--- config.mk ---
export PLATFORM = sky130hd
export DESIGN_NAME = task_ctl_top
export DESIGN_NICKNAME = d
export VERILOG_FILES = /design/src/rtl/task_ctl_pkg.sv /design/src/rtl/sig_chain.sv /design/src/rtl/task_ctl_fsm.sv /design/src/rtl/task_ctl_top.sv
export SDC_FILE = /design/constraint.sdc
export NUM_CORES = 1
export LEC_CHECK = 0
export CAP_MARGIN = 20
export CELL_PAD_IN_SITES_DETAIL_PLACEMENT = 0
export CELL_PAD_IN_SITES_GLOBAL_PLACEMENT = 2
export CORE_AREA = 8 8 45 47
export CTS_CLUSTER_SIZE = 20
export DETAILED_ROUTE_END_ITERATION = 10
export DIE_AREA = 0 0 53 55
export DONT_BUFFER_PORTS = 1
export HOLD_SLACK_MARGIN = 0.03
export PLACE_DENSITY = 0.58
export SETUP_SLACK_MARGIN = 0.05
export SLEW_MARGIN = 40
export SYNTH_ARGS = -nofsm -noshare
export SYNTH_HDL_FRONTEND = slang
export SYNTH_HIERARCHICAL = 1
export SYNTH_SLANG_ARGS = --single-unit
--- constraint.sdc ---
create_clock -name clk -period 1.3 [get_ports clk]
set_input_delay 0.065 -clock clk [delete_from_list [all_inputs] [get_ports clk]]
set_output_delay 0.065 -clock clk [all_outputs]
set_load 0.01 [all_outputs]
--- src/rtl/task_ctl_pkg.sv ---
package task_ctl_pkg;

  typedef enum logic [1:0] {
    ST_IDLE  = 2'b00,
    ST_RUN   = 2'b01,
    ST_FIN   = 2'b10,
    ST_DRAIN = 2'b11
  } ctl_state_e;

  // width of the drain counter: enough bits for (stages - 1), at least one
  function automatic int drain_bits(input int stages);
    return (stages <= 1) ? 1 : $clog2(stages);
  endfunction

  // value loaded into the drain counter on leaving the finishing state
  function automatic int drain_load(input int stages);
    return (stages > 0) ? stages - 1 : 0;
  endfunction

  // port width for the child flags, never zero
  function automatic int flag_bits(input int children);
    return (children > 0) ? children : 1;
  endfunction

endpackage

--- src/rtl/sig_chain.sv ---
module sig_chain #(
  parameter int DEPTH = 2
) (
  input  logic clk,
  input  logic rst,
  input  logic d,
  output logic q
);

  generate
    if (DEPTH == 0) begin : g_wire
      assign q = d;
    end else begin : g_regs
      // each stage is a separate flop cleared by reset
      logic [DEPTH-1:0] stg;
      for (genvar i = 0; i < DEPTH; i++) begin : g_stage
        if (i == 0) begin : g_head
          always_ff @(posedge clk) begin
            if (rst) stg[i] <= 1'b0;
            else     stg[i] <= d;
          end
        end else begin : g_tail
          always_ff @(posedge clk) begin
            if (rst) stg[i] <= 1'b0;
            else     stg[i] <= stg[i-1];
          end
        end
      end
      assign q = stg[DEPTH-1];
    end
  endgenerate

endmodule

--- src/rtl/task_ctl_fsm.sv ---
module task_ctl_fsm
  import task_ctl_pkg::*;
#(
  parameter int STAGES   = 2,
  parameter int CHILDREN = 3
) (
  input  logic       clk,
  input  logic       rst,
  input  logic       start_seen,
  input  logic [flag_bits(CHILDREN)-1:0] child_flags,
  output ctl_state_e state
);

  localparam int CW = drain_bits(STAGES);
  localparam logic [CW-1:0] LOADV = CW'(drain_load(STAGES));

  logic          all_done;
  logic [CW-1:0] drain_cnt;
  ctl_state_e    state_nx;
  logic [CW-1:0] cnt_nx;

  generate
    if (CHILDREN == 0) begin : g_nochild
      assign all_done = 1'b1;
    end else begin : g_child
      assign all_done = &child_flags;
    end
  endgenerate

  always_comb begin
    state_nx = state;
    cnt_nx   = drain_cnt;
    unique case (state)
      ST_IDLE:  if (start_seen) state_nx = ST_RUN;
      ST_RUN:   if (all_done)   state_nx = ST_FIN;
      ST_FIN: begin
        state_nx = (STAGES > 0) ? ST_DRAIN : ST_IDLE;
        cnt_nx   = LOADV;
      end
      ST_DRAIN: begin
        if (drain_cnt == '0) state_nx = ST_IDLE;
        else                 cnt_nx   = drain_cnt - CW'(1);
      end
      default: state_nx = ST_IDLE;
    endcase
  end

  always_ff @(posedge clk) begin
    if (rst) begin
      state     <= ST_IDLE;
      drain_cnt <= '0;
    end else begin
      state     <= state_nx;
      drain_cnt <= cnt_nx;
    end
  end

  p_accept_r2: assert property (@(posedge clk) disable iff (rst)
    (state == ST_IDLE && start_seen) |=> (state == ST_RUN));

  p_wait_children_r3: assert property (@(posedge clk) disable iff (rst)
    (state == ST_RUN && !all_done) |=> (state == ST_RUN));

  p_fin_once_r4: assert property (@(posedge clk) disable iff (rst)
    (state == ST_FIN) |=> (state != ST_FIN));

  p_drain_exit_r6: assert property (@(posedge clk) disable iff (rst)
    (state == ST_DRAIN && drain_cnt == '0) |=> (state == ST_IDLE));

  p_busy_no_accept_r7: assert property (@(posedge clk) disable iff (rst)
    (state == ST_DRAIN) |=> (state != ST_RUN));

  generate
    if (STAGES == 0) begin : g_a_nodrain
      p_no_drain_r8: assert property (@(posedge clk) disable iff (rst)
        (state == ST_FIN) |=> (state == ST_IDLE));
    end
  endgenerate

endmodule

--- src/rtl/task_ctl_top.sv ---
module task_ctl_top
  import task_ctl_pkg::*;
#(
  parameter int STAGES   = 2,
  parameter int CHILDREN = 3
) (
  input  logic clk,
  input  logic rst,
  input  logic start,
  input  logic [flag_bits(CHILDREN)-1:0] child_done,
  output logic idle,
  output logic done,
  output logic ready
);

  logic       start_seen;
  logic       fin_evt;
  ctl_state_e state;

  sig_chain #(.DEPTH(STAGES)) u_start_chain (
    .clk (clk),
    .rst (rst),
    .d   (start),
    .q   (start_seen)
  );

  task_ctl_fsm #(.STAGES(STAGES), .CHILDREN(CHILDREN)) u_fsm (
    .clk         (clk),
    .rst         (rst),
    .start_seen  (start_seen),
    .child_flags (child_done),
    .state       (state)
  );

  assign fin_evt = (state == ST_FIN);

  sig_chain #(.DEPTH(STAGES)) u_done_chain (
    .clk (clk),
    .rst (rst),
    .d   (fin_evt),
    .q   (done)
  );

  assign idle  = (state == ST_IDLE);
  assign ready = fin_evt;

  p_ready_busy_r4: assert property (@(posedge clk) disable iff (rst)
    ready |-> !idle);

  generate
    if (STAGES > 0) begin : g_a_late
      p_done_in_drain_r5: assert property (@(posedge clk) disable iff (rst)
        done |-> !idle);
    end else begin : g_a_same
      p_done_eq_ready_r8: assert property (@(posedge clk) disable iff (rst)
        done |-> ready);
    end
  endgenerate

endmodule

==> impl_metrics.yaml <==
run_status:
  status: "finished clean"
critical_path:
  endpoint_kind: "flop"
  path_class: "reg2reg"
  worst_ep_arrival_time_ns: 1.43
  critPathMaxFanout: 4
  critical_path.startpoint_type: "flop"
  r2r_slack_ns: 0.03
  cp.required_ns: 1.46
  r2r_end: "u_fsm/state[0]"
  r2r_cells: 4
  r2r_start: "u_fsm/state[0]"
sta:
  finalSetupTns_ns: 0
  fin_ws_ns: 0.0256
  worst_pin_slew_ns: 0.280
  max_slew_margin_pct: 81.3
  fin_crit_ns: 1.27
  setup_viol: 0
  slew_viol_final: 0
  skew_ns: 0.00368
  rsz0062_at_grt: "yes"
  max_freq_mhz: 785
  hold_viol: 0
  holdWs_ns: 0.265
  fin_crit_sh_pct: 98.0
cts:
  cts_num_sinks: 7
  clk_pin_slew_ns: 0.06
  htree_levels: 1
  cts_tree: "yes"
  cts_buffers: 3
  insertion_delay_ns: 0.25
  clockRootBuffer: "clkbuf_4"
  clockBufferDepth: 2
drt:
  viasPerCell: 4.18
  dr_total_vias: 238
  drc: 0
  dr.pass1.iters: 3
  wire_per_inst_um: 11.3
  drt-total-wl_um: 643
  ant_nets: 0
  dr.first_iter.drc_count: 1
power:
  leakagePower_nw: 0.186
  p_per_area_nw_per_um2: 1670
  power_uw: 821
  max-vdd-ir-drop_uv: 704
flow_run:
  maxCapViolCount: 0
synth:
  netlist.area_leader.share_pct: 44.4
  ys_seq_area_share_pct: 44.4
  synth_warnings: 6
  netlist_instances: 30
  avgSynthCellArea_um2: 10.5
  synth_nets: 40
  ys_seq_elements: 7
  synth_top_area_cell: "dfxtp_1"
  syn-cell-area_um2: 315
  yosysUniqueCellTypes: 14
  yosys-top-cells-area: "dfxtp_1, ha_1, nor2b_1, nor2b_4, nand2b_1"
placed_design:
  dpl.hpwl_um: 445
  port_buffers: 0
  dpl-instance-area_um2: 348
  post-place-ws_ns: -0.0316
  gp_congestion: 0.708
  placed_cells: 47
layout:
  post-route-util_pct: 35.5
  drive_gt1_share_pct: 48.8
  fillerInstances: 138
  final_nets: 52
  syn_to_final_growth_pct: 56.0
  stdcell_area_um2: 492
  diodes: 0
  final_cell_mix: "buf_4, dfxtp_1, nor2b_1"
  fin_cells: 57
floorplanning:
  coreArea_um2: 1380
  ios: 9
  die_y_um: 55
  die_w_um: 53
  dieArea_um2: 2920
  start_util_pct: 22.8
  num_rows: 14
global_route:
  antenna_found_initial: 0
  grt_pass1_wl_um: 1150
  grt_max_degree: 9
  grt.overflow.total: 0
  grt.total_usage_pct: 5.53
  grt_pass1_vias: 289
worst_hold_path:
  min_from: "child_done[1]"
  hold_end: "u_fsm/state[0]"
  hp-class: "in2reg"
  hold_path_depth: 3
[critical path, cell delays in order (launching register included)]
cell      delay [ns]
dfxtp_4         0.40
inv_4           0.06
ha_4            0.16
a221o_1         0.36
a211oi_2        0.20
[flip-flops by register name (all words and copies together), names as in the netlist]
register,flops
u_start_chain/q,1
u_fsm/state,2
u_done_chain/q,1
u_done_chain/g_regs.stg,1
u_start_chain/g_regs.stg,1
u_fsm/drain_cnt,1
[kinds of logic after synthesis]
kind of cell	after synthesis	synth area share, %
adders and majority gates	4	15.9
DFF	7	44.4
and+or+nand+nor	12	24.6
buffers and inverters	3	3.57
AOI/OAI and AO/OA	3	8.33
muxes	1	3.17
[cell usage after synthesis]
master	instances
dfxtp_1	7
and2_4	1
a221o_1	1
mux2i_1	1
nor3_1	1
nor2b_1	4
a211oi_1	1
nor2_1	2
inv_1	3
nand3_1	1
nand2b_1	2
nor2b_4	1
a2111oi_0	1
ha_1	4
[power breakdown]
part           leakage, nW  internal [mW]  switching [mW]
Combinational        0.110          0.179           0.145
Sequential          0.0586          0.256          0.0405
Clock               0.0177          0.113          0.0873
Total                0.186          0.548           0.273
[worst max path at each step]
stage / from / endpoint / slack (ns)
CTS: u_fsm/state[1] / u_fsm/state[0] / -0.004
global route: u_fsm/state[0] / u_fsm/state[0] / -0.004
floorplan: u_fsm/state[0] / u_fsm/state[0] / 0.06
finish: u_fsm/state[0] / u_fsm/state[0] / 0.03
global placement: u_fsm/state[0] / u_fsm/state[0] / 0.002
detailed placement: u_fsm/state[0] / u_fsm/state[0] / -0.03
[what timing repair did]
| item | 4_1_cts | 5_1_grt |
|---|---|---|
| hold endpoints to repair | 7 | 0 |
| buffers inserted | 2 | 2 |
| pin swaps | 5 | 3 |
| resized for setup | 11 | 3 |
| hold buffers | 2 | 0 |
| setup endpoints to repair | 2 | 2 |
[cell type report]
class	instances	area [um^2]	share of cell area, %
Clock buffer	3	22.5	4.58
Clock inverter	1	5.00	1.02
Inverter	3	13.8	2.80
Multi-Input combinational cell	20	225	45.8
Sequential cell	7	148	30.0
Tap cell	16	20.0	4.07
Timing Repair Buffer	7	57.6	11.7
[metal layers]
metal	track usage, %	wire length [um]	share of wire (%)
met1	5.50	264	41
met2	8.40	319	50
met3	1.87	59	9.2
met4	6.47	0	0
met5	0	0	0
Power figures use the tool's default switching activity.
